<file path="config.mk">
export PLATFORM = sky130hd
export DESIGN_NAME = tx_ffe_seg_alloc
export DESIGN_NICKNAME = d
export VERILOG_FILES = /design/src/rtl/tx_ffe_seg_alloc.sv
export SDC_FILE = /design/constraint.sdc
export NUM_CORES = 1
export LEC_CHECK = 0
export BUFFER_PORTS_ARGS = -buffer_cell sky130_fd_sc_hd__clkbuf_2
export CAP_MARGIN = 20
export CORE_MARGIN = 2
export CORE_UTILIZATION = 25
export DETAILED_ROUTE_END_ITERATION = 8
export HOLD_SLACK_MARGIN = 0.08
export PLACE_DENSITY = 0.52
export SYNTH_ARGS = -nofsm -noshare
export SYNTH_HDL_FRONTEND = slang
export SYNTH_SLANG_ARGS = --single-unit
</file>
<file path="constraint.sdc">
create_clock -name clk -period 9 [get_ports clk]
set_input_delay 0.45 -clock clk [delete_from_list [all_inputs] [get_ports clk]]
set_output_delay 0.45 -clock clk [all_outputs]
set_load 0.02 [all_outputs]
</file>
<file path="src/rtl/tx_ffe_seg_alloc.sv">
module tx_ffe_seg_alloc #(
  parameter int NTAP = 5,
  parameter int WB   = 7,
  parameter int DB   = 4
) (
  input  logic                 clk,
  input  logic                 rst_n,
  input  logic [1:0]           sym_in,
  input  logic                 cfg_load,
  input  logic                 cfg_pam4,
  input  logic [NTAP*WB-1:0]   cfg_weights,
  output logic [NTAP-1:0]      tap_pol,
  output logic [NTAP-1:0]      tap_inner,
  output logic [NTAP*DB-1:0]   ded_en,
  output logic [(1<<(WB-DB))-2:0] shr_en,
  output logic [(1<<(WB-DB))-2:0] shr_pol,
  output logic [(1<<(WB-DB))-2:0] shr_inner,
  output logic                 cfg_err
);
  localparam int UB   = WB - DB;
  localparam int NSHR = (1 << UB) - 1;

  logic [1:0]         dl [NTAP];
  logic [NTAP*WB-1:0] w_q;
  logic               pam4_q;
  int                 total;

  always_ff @(posedge clk or negedge rst_n) begin
    if (!rst_n) begin
      for (int i = 0; i < NTAP; i++) dl[i] <= 2'b00;
      w_q    <= '0;
      pam4_q <= 1'b0;
    end else begin
      dl[0] <= {sym_in[1], sym_in[0] & pam4_q};
      for (int i = 1; i < NTAP; i++) dl[i] <= dl[i-1];
      if (cfg_load) begin
        w_q    <= cfg_weights;
        pam4_q <= cfg_pam4;
      end
    end
  end

  for (genvar t = 0; t < NTAP; t++) begin : g_tap
    assign tap_pol[t]            = dl[t][1];
    assign tap_inner[t]          = dl[t][0];
    assign ded_en[t*DB +: DB]    = w_q[t*WB +: DB];
  end

  always_comb begin
    int acc;
    int u;
    acc       = 0;
    shr_en    = '0;
    shr_pol   = '0;
    shr_inner = '0;
    for (int t = 0; t < NTAP; t++) begin
      u = int'(w_q[t*WB+DB +: UB]);
      for (int s = 0; s < NSHR; s++) begin
        if (s >= acc && s < acc + u) begin
          shr_en[s]    = 1'b1;
          shr_pol[s]   = dl[t][1];
          shr_inner[s] = dl[t][0];
        end
      end
      acc = acc + u;
    end
    total = acc;
  end

  assign cfg_err = (total > NSHR);
endmodule

</file>
==> results.toml, run 1 <==
[cts]
htree_num_levels = 2
cts_resized = 0
holdBufCountCts = 0
cts_sinks = 46
path_clk_slew_ns = 0.07
cts_setup_buffers = 0
clock_latency_ns = 0.29
numCtsBuffers = 5
clockRootBuffer = "clkbuf_16"
tritoncts = "built"
clock_path_buffers = 2

[synth]
synth_fp_nets = 462
ys_top_cells_by_area = "dfrtp_1 31%, mux2_2 12%, mux2i_1 4.9%"
post-synth-top-count-cell = "dfrtp_1"
synthDistinctLibCells = 59
ys_ff_latch = 46
netlist.top_cell.by_area = "dfrtp_1"
avgSynthCellArea_um2 = 9.03
synth_top_area_share_pct = 31.5
yosysSeqAreaShare_pct = 31.5
async_flop_share_pct = 100
yosysWarnings = 0
synth-edff-count = 0
netlist_area_mm2 = 0.00366
ys_top_cells_by_count = "46 x dfrtp_1, 39 x mux2_2, 31 x nor2_1"
ys.flop_type = "dfrtp_1"
synthCells = 405

[cells_and_area]
fin_cells = 651
area_growth_pct = 16.5
nets = 523
diodes = 0
finish.utilization_pct = 29.5
drive_gt1_share_pct = 31.7
fill_cells = 1535

[timing]
fin_skew_ns = 0.00226
worstMarginPinSlew_ns = 1.08
rsz0062_at_grt = "false"
fin_crit_sh_pct = 60.0
maxSlewViolCount = 0
finalSetupTns_ns = 0
finalHoldViolations = 0
relSlewSlack_pct = 27.6
fmax_mhz = 185
setup_violations = 0
period_minus_slack_ns = 5.40
fin_ws_ns = 3.60

[detailed_routing]
vias = 3282
ant_nets = 0
avgRoutedWirePerCell_um = 16.6
drc = 0
dr.pass1.iters = 5
vias_per_cell = 5.04
totalWireLength_mm = 10.8
drt_first_iter_violations = 227

[die]
die_area_mm2 = 0.0156
core_mm2 = 0.0144
die_h_um = 125
ios = 93
initial_core_util_pct = 25.3
die_width_um = 125
rows = 44

[run]
cap_violations = 0

[critical_path]
cp.required_ns = 8.55
startpoint_type = "flip-flop"
arrival_ns = 4.95
worstSetupPathType = "flip-flop to output pin"
path_max_fanout = 6
end_kind = "output pin"

[pwr]
p_total_uw = 1220
p_per_area_mw_per_mm2 = 286
p_leak_uw = 0.00196
irDropWorstVdd_uv = 99.7

[global_routing]
grt-ovfl-total = 0
grt_max_degree = 47
grt_first_pass_wirelength_mm = 17.0
antenna_found_initial = 0
grt_pass1_vias = 3209
grt_util_all_layers_pct = 13.6

[place]
port_buffers = 92
place_congestion = 0.909
dp_hpwl_mm = 8.26
dp_slack_ns = 3.95
dp_cells = 643

[run_status]
status = "complete, no violations"

[worst_hold_path]
hold_path.class = "input port to asynchronous set/reset pin"
per-stage QoR:
step | hold WS, ns | cell area, µm²
4_1_cts | 0.254 | 4260
5_1_grt | 0.249 | 4260
3_3_place_gp | 0.473 | 4110
6_report | 0.252 | 4260
2_1_floorplan | 0.154 | 3660
3_5_place_dp | 0.475 | 4110
critical path: stages (launching register included):
cell      delay, ns
dfrtp_1        0.43
ha_1           0.25
inv_1          0.07
fa_1           0.47
fa_1           0.48
xnor2_1        0.36
ha_1           0.35
nor2b_1        0.17
nor2_1         0.28
ha_1           0.32
nor2b_1        0.15
a21oi_1        0.06
nor2_1         0.15
o221a_2        0.28
nand2_1        0.15
or4_1          0.53
clkbuf_2       0.17
state kept, by name, summed over array words and instances (netlist names):
signal / count
pam4_q: 1
tap_inner: 5
tap_pol: 5
w_q: 35
cell families (layout without fill, tap and decap cells):
kind of cell | after synthesis | in the layout | share of synthesized area, %
DFF | 46 | 46 | 31.5
muxes | 59 | 59 | 17.6
xor gates and xnor gates | 3 | 3 | 1.10
and+or+nand+nor | 127 | 127 | 17.7
adders and majority gates | 16 | 16 | 6.30
buffers and inverters | 58 | 120 | 8.52
AOI/OAI and AO/OA | 96 | 96 | 17.3
metal layers:
metal  GRT usage [%]  vias to the layer above  wire [µm]
li1                -                     1570          -
met1            17.7                     1549       4920
met2            21.7                      138       4830
met3            3.00                       25        715
met4            6.08                        0        327
met5               0                        -          0
cell type report:
cell class	count	area (µm²)	share of cell area (%)
multi-input combinational	301	2190	51.5
tap	184	230	5.40
clock inverter	3	21.3	0.499
inverter	19	71.3	1.67
timing repair buffer	93	468	11.0
clock buffer	5	125	2.94
sequential	46	1150	27.0
final timing paths:
check	from	end	slack [ns]	depth (start not counted)
worst max-delay path	w_q[4]	shr_en[0]	3.60	16
worst min-delay path	rst_n	w_q[7]	0.25	2
worst max register to register	w_q[6]	w_q[6]	8.04	1
worst min register to register	pam4_q	tap_inner[0]	0.49	1
max in group asynchronous	rst_n	tap_pol[2]	8.32	2
min in group clk	sym_in[1]	tap_pol[0]	0.26	1
power by group:
| part | total, µW | switching (µW) | internal, µW | leakage, µW |
|---|---|---|---|---|
| clock network | 187 | 84.2 | 103 | 0.0000698 |
| logic | 784 | 481 | 303 | 0.00135 |
| registers | 246 | 20.8 | 225 | 0.000546 |
| total | 1220 | 586 | 632 | 0.00196 |
cells in the final DEF (no fill, tap or decap), drive strengths merged, types with 3 or more instances in the layout:
master,instances
clkbuf,97
nor2b,13
dfrtp,46
nor2,32
a21oi,29
o21ai,17
and2,5
nor3b,4
inv,19
nand2b,3
ha,12
or2,4
o31ai,3
fa,4
mux2,41
mux2i,18
nand4,3
a31oi,6
nor3,4
and3,8
a211oi,7
nand2,30
nor4,4
or4,3
a222oi,3
a21o,8
nand3,10
(Power assumes the default switching activity.)
==> run 2: changes to the inputs <==
--- a/config.mk
+++ b/config.mk
@@ -11,7 +11,7 @@
 export CORE_UTILIZATION = 25
 export DETAILED_ROUTE_END_ITERATION = 8
 export HOLD_SLACK_MARGIN = 0.08
-export PLACE_DENSITY = 0.52
+export PLACE_DENSITY = 0.53
 export SYNTH_ARGS = -nofsm -noshare
 export SYNTH_HDL_FRONTEND = slang
 export SYNTH_SLANG_ARGS = --single-unit
==> constraint.sdc (replaced) <==
create_clock -name clk -period 4.32 [get_ports clk]
set_input_delay 0.216 -clock clk [delete_from_list [all_inputs] [get_ports clk]]
set_output_delay 0.216 -clock clk [all_outputs]
set_load 0.02 [all_outputs]
==> results.toml, run 2 (same netlist as run 1, synthesis figures left out) <==
[run_status]
status = "finished with violations"
violations = "setup timing"

[cts]
numCtsBuffers = 5
path_clk_slew_ns = 0.06
clockRootBuffer = "clkbuf_16"
cts_sinks = 46
clock_path_buffers = 2
clock_latency_ns = 0.28
tritoncts = "built"
htree_num_levels = 2

[place]
dp_hpwl_mm = 8.42
port_buffers = 92
place_congestion = 0.926

[cells_and_area]
nets = 563
diodes = 0
regMostFlops = "w_q"
multi_input_area_mm2 = 0.00262
largest_reg_flops = 35
final_cell_mix = "72 x clkbuf_2, 47 x buf_4, 46 x dfrtp_1"
area_growth_pct = 39.6
finish.utilization_pct = 35.4
fill_cells = 1524
drive_gt1_share_pct = 49.0
final_common_cell = "clkbuf_2"
seq_area_mm2 = 0.00115

[global_routing]
grt_util_all_layers_pct = 14.4
busiest_layer = "met2"
met2_usage_pct = 24.6
grt_pass1_vias = 3476
grt_first_pass_wirelength_mm = 18.1
antenna_found_initial = 0
grt.met3_usage_pct = 2.91
grt-ovfl-total = 0
grt_max_degree = 47
gr-usage-met1_pct = 18.4

[critical_path]
worst-path-buf-inv = 3
end_kind = "output pin"
cp.required_ns = 4.10
crit_family = "adder cells"
crit_top_cell = "fa_2"
path_max_fanout = 3
r2r_start = "w_q[4]"
r2r_slack_ns = 3.28
startpoint_type = "flip-flop"
path_cells = "ha_2 > inv_2 > fa_2 > fa_2 > fa_2 > inv_2 > ha_4 > a21oi_4 > nor2b_2 > nand2_2 > mux2i_4 > o2111a_2 > mux2_4 > mux2i_2 > clkbuf_8"
worstSetupPathType = "flip-flop to output pin"
arrival_ns = 4.30
reg2reg_depth = 3
max_stage_delay_ns = 0.61
r2r_end = "w_q[4]"
critPathSlowestCell = "fa_2"

[pwr]
irDropWorstVdd_uv = 225
p_leak_uw = 0.00228
p_int_uw = 2070
comb_power_share_pct = 73.7
p_total_uw = 3630
pwr-share-clk_pct = 12.3
power_frac_seq_pct = 14.0
p_sw_share_pct = 43.1
p_per_area_mw_per_mm2 = 712
p_sw_uw = 1570

[timing]
finalSetupTns_ns = -1.35
finalHoldViolations = 0
fin_ws_ns = -0.198
setup_violations = 14
fmax_mhz = 221
maxSlewViolCount = 0
worstMarginPinSlew_ns = 0.969
relSlewSlack_pct = 35.4
fin_skew_ns = 0.000660
fin_crit_sh_pct = 105
rsz0062_at_grt = "true"
period_minus_slack_ns = 4.52

[die]
die_width_um = 125
initial_core_util_pct = 25.3
rows = 44
core_mm2 = 0.0144
die_h_um = 125
ios = 93
die_area_mm2 = 0.0156

[run]
cap_violations = 0

[worst_hold_path]
hold_path.class = "input port to flip-flop"
worstHoldPathCells = 3
min-delay-start = "cfg_weights[12]"
min_to = "w_q[12]"

[detailed_routing]
totalWireLength_mm = 11.7
dr.pass1.iters = 5
vias_per_cell = 5.00
vias = 3450
ant_nets = 0
drc = 0
avgRoutedWirePerCell_um = 16.9
drt_first_iter_violations = 211
## run 2: cell count changes in the layout (fill, tap and decap cells not counted), moves of 5 or more
| cell | delta |
|---|---|
| buf_4 | +46 |
| clkbuf_2 | -20 |
| mux2i_1 | -8 |
| nor2b_1 | -8 |
| ha_1 | -6 |
| mux2i_2 | +6 |
| nor2b_4 | +6 |
| a21oi_1 | -5 |
| buf_6 | +5 |
| ha_4 | +5 |
## run 2: worst max-delay path by stage
stage | start | to | slack (ns) | depth (start not counted)
final | w_q[4] | shr_inner[5] | -0.20 | 15
after global routing | w_q[4] | shr_inner[5] | -0.33 | 15
after CTS | w_q[11] | shr_inner[5] | -0.11 | 15
after detailed placement | w_q[4] | shr_inner[5] | -0.05 | 15
after global placement | w_q[4] | shr_inner[5] | 0.03 | 15
after floorplan | w_q[5] | shr_inner[5] | -0.02 | 14
## run 2: final cells by class
type | count | share of cell area, %
clock buffers | 6 | 2.72
clock inverters | 1 | 0.588
inverters | 19 | 1.40
multi-input cells | 301 | 51.4
flip-flops and latches | 46 | 22.5
well taps | 184 | 4.51
repair buffers | 133 | 16.9
## run 2: per-layer routing
metal | part of all wire (%) | up-vias
li1 | - | 1653
met1 | 44 | 1659
met2 | 48 | 121
met3 | 6.0 | 17
met4 | 2.0 | 0
met5 | 0 | -
## run 2: through the flow
stage | setup WS (ns) | hold WS [ns] | std cells | instance area (µm²)
floorplan | -0.0220 | -0.0796 | 405 | 3700
global placement | 0.0259 | 0.325 | 668 | 4350
detailed placement | -0.0536 | 0.341 | 668 | 4350
CTS | -0.110 | 0.128 | 684 | 4840
global route | -0.327 | 0.146 | 690 | 5100
finish | -0.198 | 0.137 | 690 | 5100
## run 2: timing repair
item	in CTS	in global routing
setup endpoints to repair	18	20
cloned	0	0
hold buffers	2	0
gates resized for setup	59	62
endpoints found under the hold margin	47	0
pin swaps	15	18
buffers inserted	7	6
## run 2: worst min-delay path: cells and delay by family
kind / cells / cell delay, ns
simple gates: 1 / 0.04
buf+inv: 1 / 0.07
compound gates: 1 / 0.06
## run 2: power by group through the flow
stage	Sequential, µW	Clock (µW)	Combinational [µW]
floorplan	505	0	1330
global placement	513	0	1880
detailed placement	514	0	1910
CTS	508	468	2300
global route	515	481	2870
finish	510	446	2680
==> run 3: changes to the inputs <==
--- a/config.mk
+++ b/config.mk
@@ -11,7 +11,6 @@
 export CORE_UTILIZATION = 25
 export DETAILED_ROUTE_END_ITERATION = 8
 export HOLD_SLACK_MARGIN = 0.08
-export PLACE_DENSITY = 0.53
 export SYNTH_ARGS = -nofsm -noshare
 export SYNTH_HDL_FRONTEND = slang
 export SYNTH_SLANG_ARGS = --single-unit
==> results.toml, run 3 (same netlist as run 1, synthesis figures left out) <==
[run_status]
status = "finished with violations"
violations = "setup timing"

[timing]
maxSlewViolCount = 0
relSlewSlack_pct = 35.9
worstMarginPinSlew_ns = 0.962
fin_crit_sh_pct = 103
rsz0062_at_grt = "true"
fin_ws_ns = -0.144
finalHoldViolations = 0
finalSetupTns_ns = -0.795
fin_skew_ns = 0.00220
timing.hold.ws_ns = 0.137
setup_violations = 10
fmax_mhz = 224
period_minus_slack_ns = 4.46

[critical_path]
max_stage_delay_ns = 0.60
arrival_ns = 4.25
crit_path_start = "w_q[4]"
path_max_fanout = 3
r2r_slack_ns = 3.29
end_kind = "output pin"
path_cells = "ha_2 > inv_2 > fa_2 > fa_2 > fa_2 > fa_2 > nor2b_4 > or2_4 > nor2_2 > or4b_1 > or3_4 > buf_8"
reg2reg_depth = 3
cp.required_ns = 4.10
crit_top_cell = "fa_2"
r2r_start = "w_q[4]"
worstSetupPathType = "flip-flop to output pin"
startpoint_type = "flip-flop"
critPathSlowestCell = "fa_2"
crit_end = "shr_en[4]"
r2r_end = "w_q[4]"

[die]
die_area_mm2 = 0.0156
rows = 44
die_h_um = 125
die_width_um = 125
ios = 93
core_mm2 = 0.0144
initial_core_util_pct = 25.3

[cts]
cts_sinks = 46
clock_latency_ns = 0.29
tritoncts = "built"
clock_path_buffers = 2
htree_num_levels = 2
clockRootBuffer = "clkbuf_16"
path_clk_slew_ns = 0.06
numCtsBuffers = 5

[detailed_routing]
ant_nets = 0
vias = 3460
totalWireLength_mm = 11.3
avgRoutedWirePerCell_um = 16.5
drc = 0
vias_per_cell = 5.04
drt_first_iter_violations = 226
dr.pass1.iters = 5

[global_routing]
grt_max_degree = 47
grt_first_pass_wirelength_mm = 18.3
antenna_found_initial = 0
grt_pass1_vias = 3571
grt-ovfl-total = 0
grt_util_all_layers_pct = 14.4

[pwr]
irDropWorstVdd_uv = 211
p_leak_uw = 0.00229
p_per_area_mw_per_mm2 = 705

[cells_and_area]
nets = 559
diodes = 0
area_growth_pct = 38.8
largest_reg_flops = 35
drive_gt1_share_pct = 48.9
fin_cells = 687
final_cell_mix = "75 x clkbuf_2, 46 x dfrtp_1, 41 x buf_4"
finish.utilization_pct = 35.2
final_common_cell = "clkbuf_2"
regMostFlops = "w_q"

[place]
port_buffers = 92
place_congestion = 0.955
dp_slack_ns = -0.128
dp_hpwl_mm = 8.49
dp_cells = 669

[worst_hold_path]
hold_path.class = "input port to flip-flop"

[run]
cap_violations = 0
-- run 3: final cells by class --
cell class                      count  area (µm²)
Fill cell                        1463        9350
Multi-Input combinational cell    301        2580
Sequential cell                    46        1150
Timing Repair Buffer              129         846
Tap cell                          184         230
Clock buffer                        6         139
Inverter                           19        71.3
Clock inverter                      2        60.1
-- run 3: how the worst min path moves through the flow --
stage	from	to	slack (ns)	cells after the start
2_1_floorplan	rst_n	pam4_q	-0.08	0
3_3_place_gp	sym_in[1]	tap_pol[0]	0.33	1
3_5_place_dp	sym_in[1]	tap_pol[0]	0.33	1
4_1_cts	cfg_weights[5]	w_q[5]	0.14	3
5_1_grt	cfg_weights[22]	w_q[22]	0.15	2
6_report	cfg_weights[19]	w_q[19]	0.14	3
-- run 3: power breakdown --
| group | internal, µW | switching (µW) |
|---|---|---|
| Combinational | 1230 | 1330 |
| Clock | 347 | 166 |
| Sequential | 470 | 38.1 |
-- run 3: worst max-delay path: cells and delay by family, from the launching register on --
kind | cells | cell delay (ns)
adders and majority gates | 5 | 2.17
and+or+nand+nor | 5 | 1.23
buffers and inverters | 2 | 0.19
DFF | 1 | 0.38
-- run 3: layer usage --
layer  vias to the layer above  track usage, %  wire length, µm
met5                         -               0                0
met4                         0            3.46              168
met3                        15            3.25              729
met2                       124            25.1             5690
met1                      1685            18.1             4750
li1                       1636               -                -
-- run 3: what timing repair did --
| action | in CTS | in global routing |
|---|---|---|
| resized for setup | 67 | 57 |
| setup buffers | 8 | 1 |
| hold buffers | 2 | 0 |
| endpoints found under the hold margin | 47 | 0 |
| pin swaps | 21 | 17 |
| endpoints found under the setup margin | 20 | 20 |
-- run 3: metrics by stage --
step,total power (µW),area (µm²)
6_report,3580,5070
5_1_grt,3790,5070
4_1_cts,3360,4910
3_5_place_dp,2450,4360
3_3_place_gp,2400,4360
2_1_floorplan,1830,3700
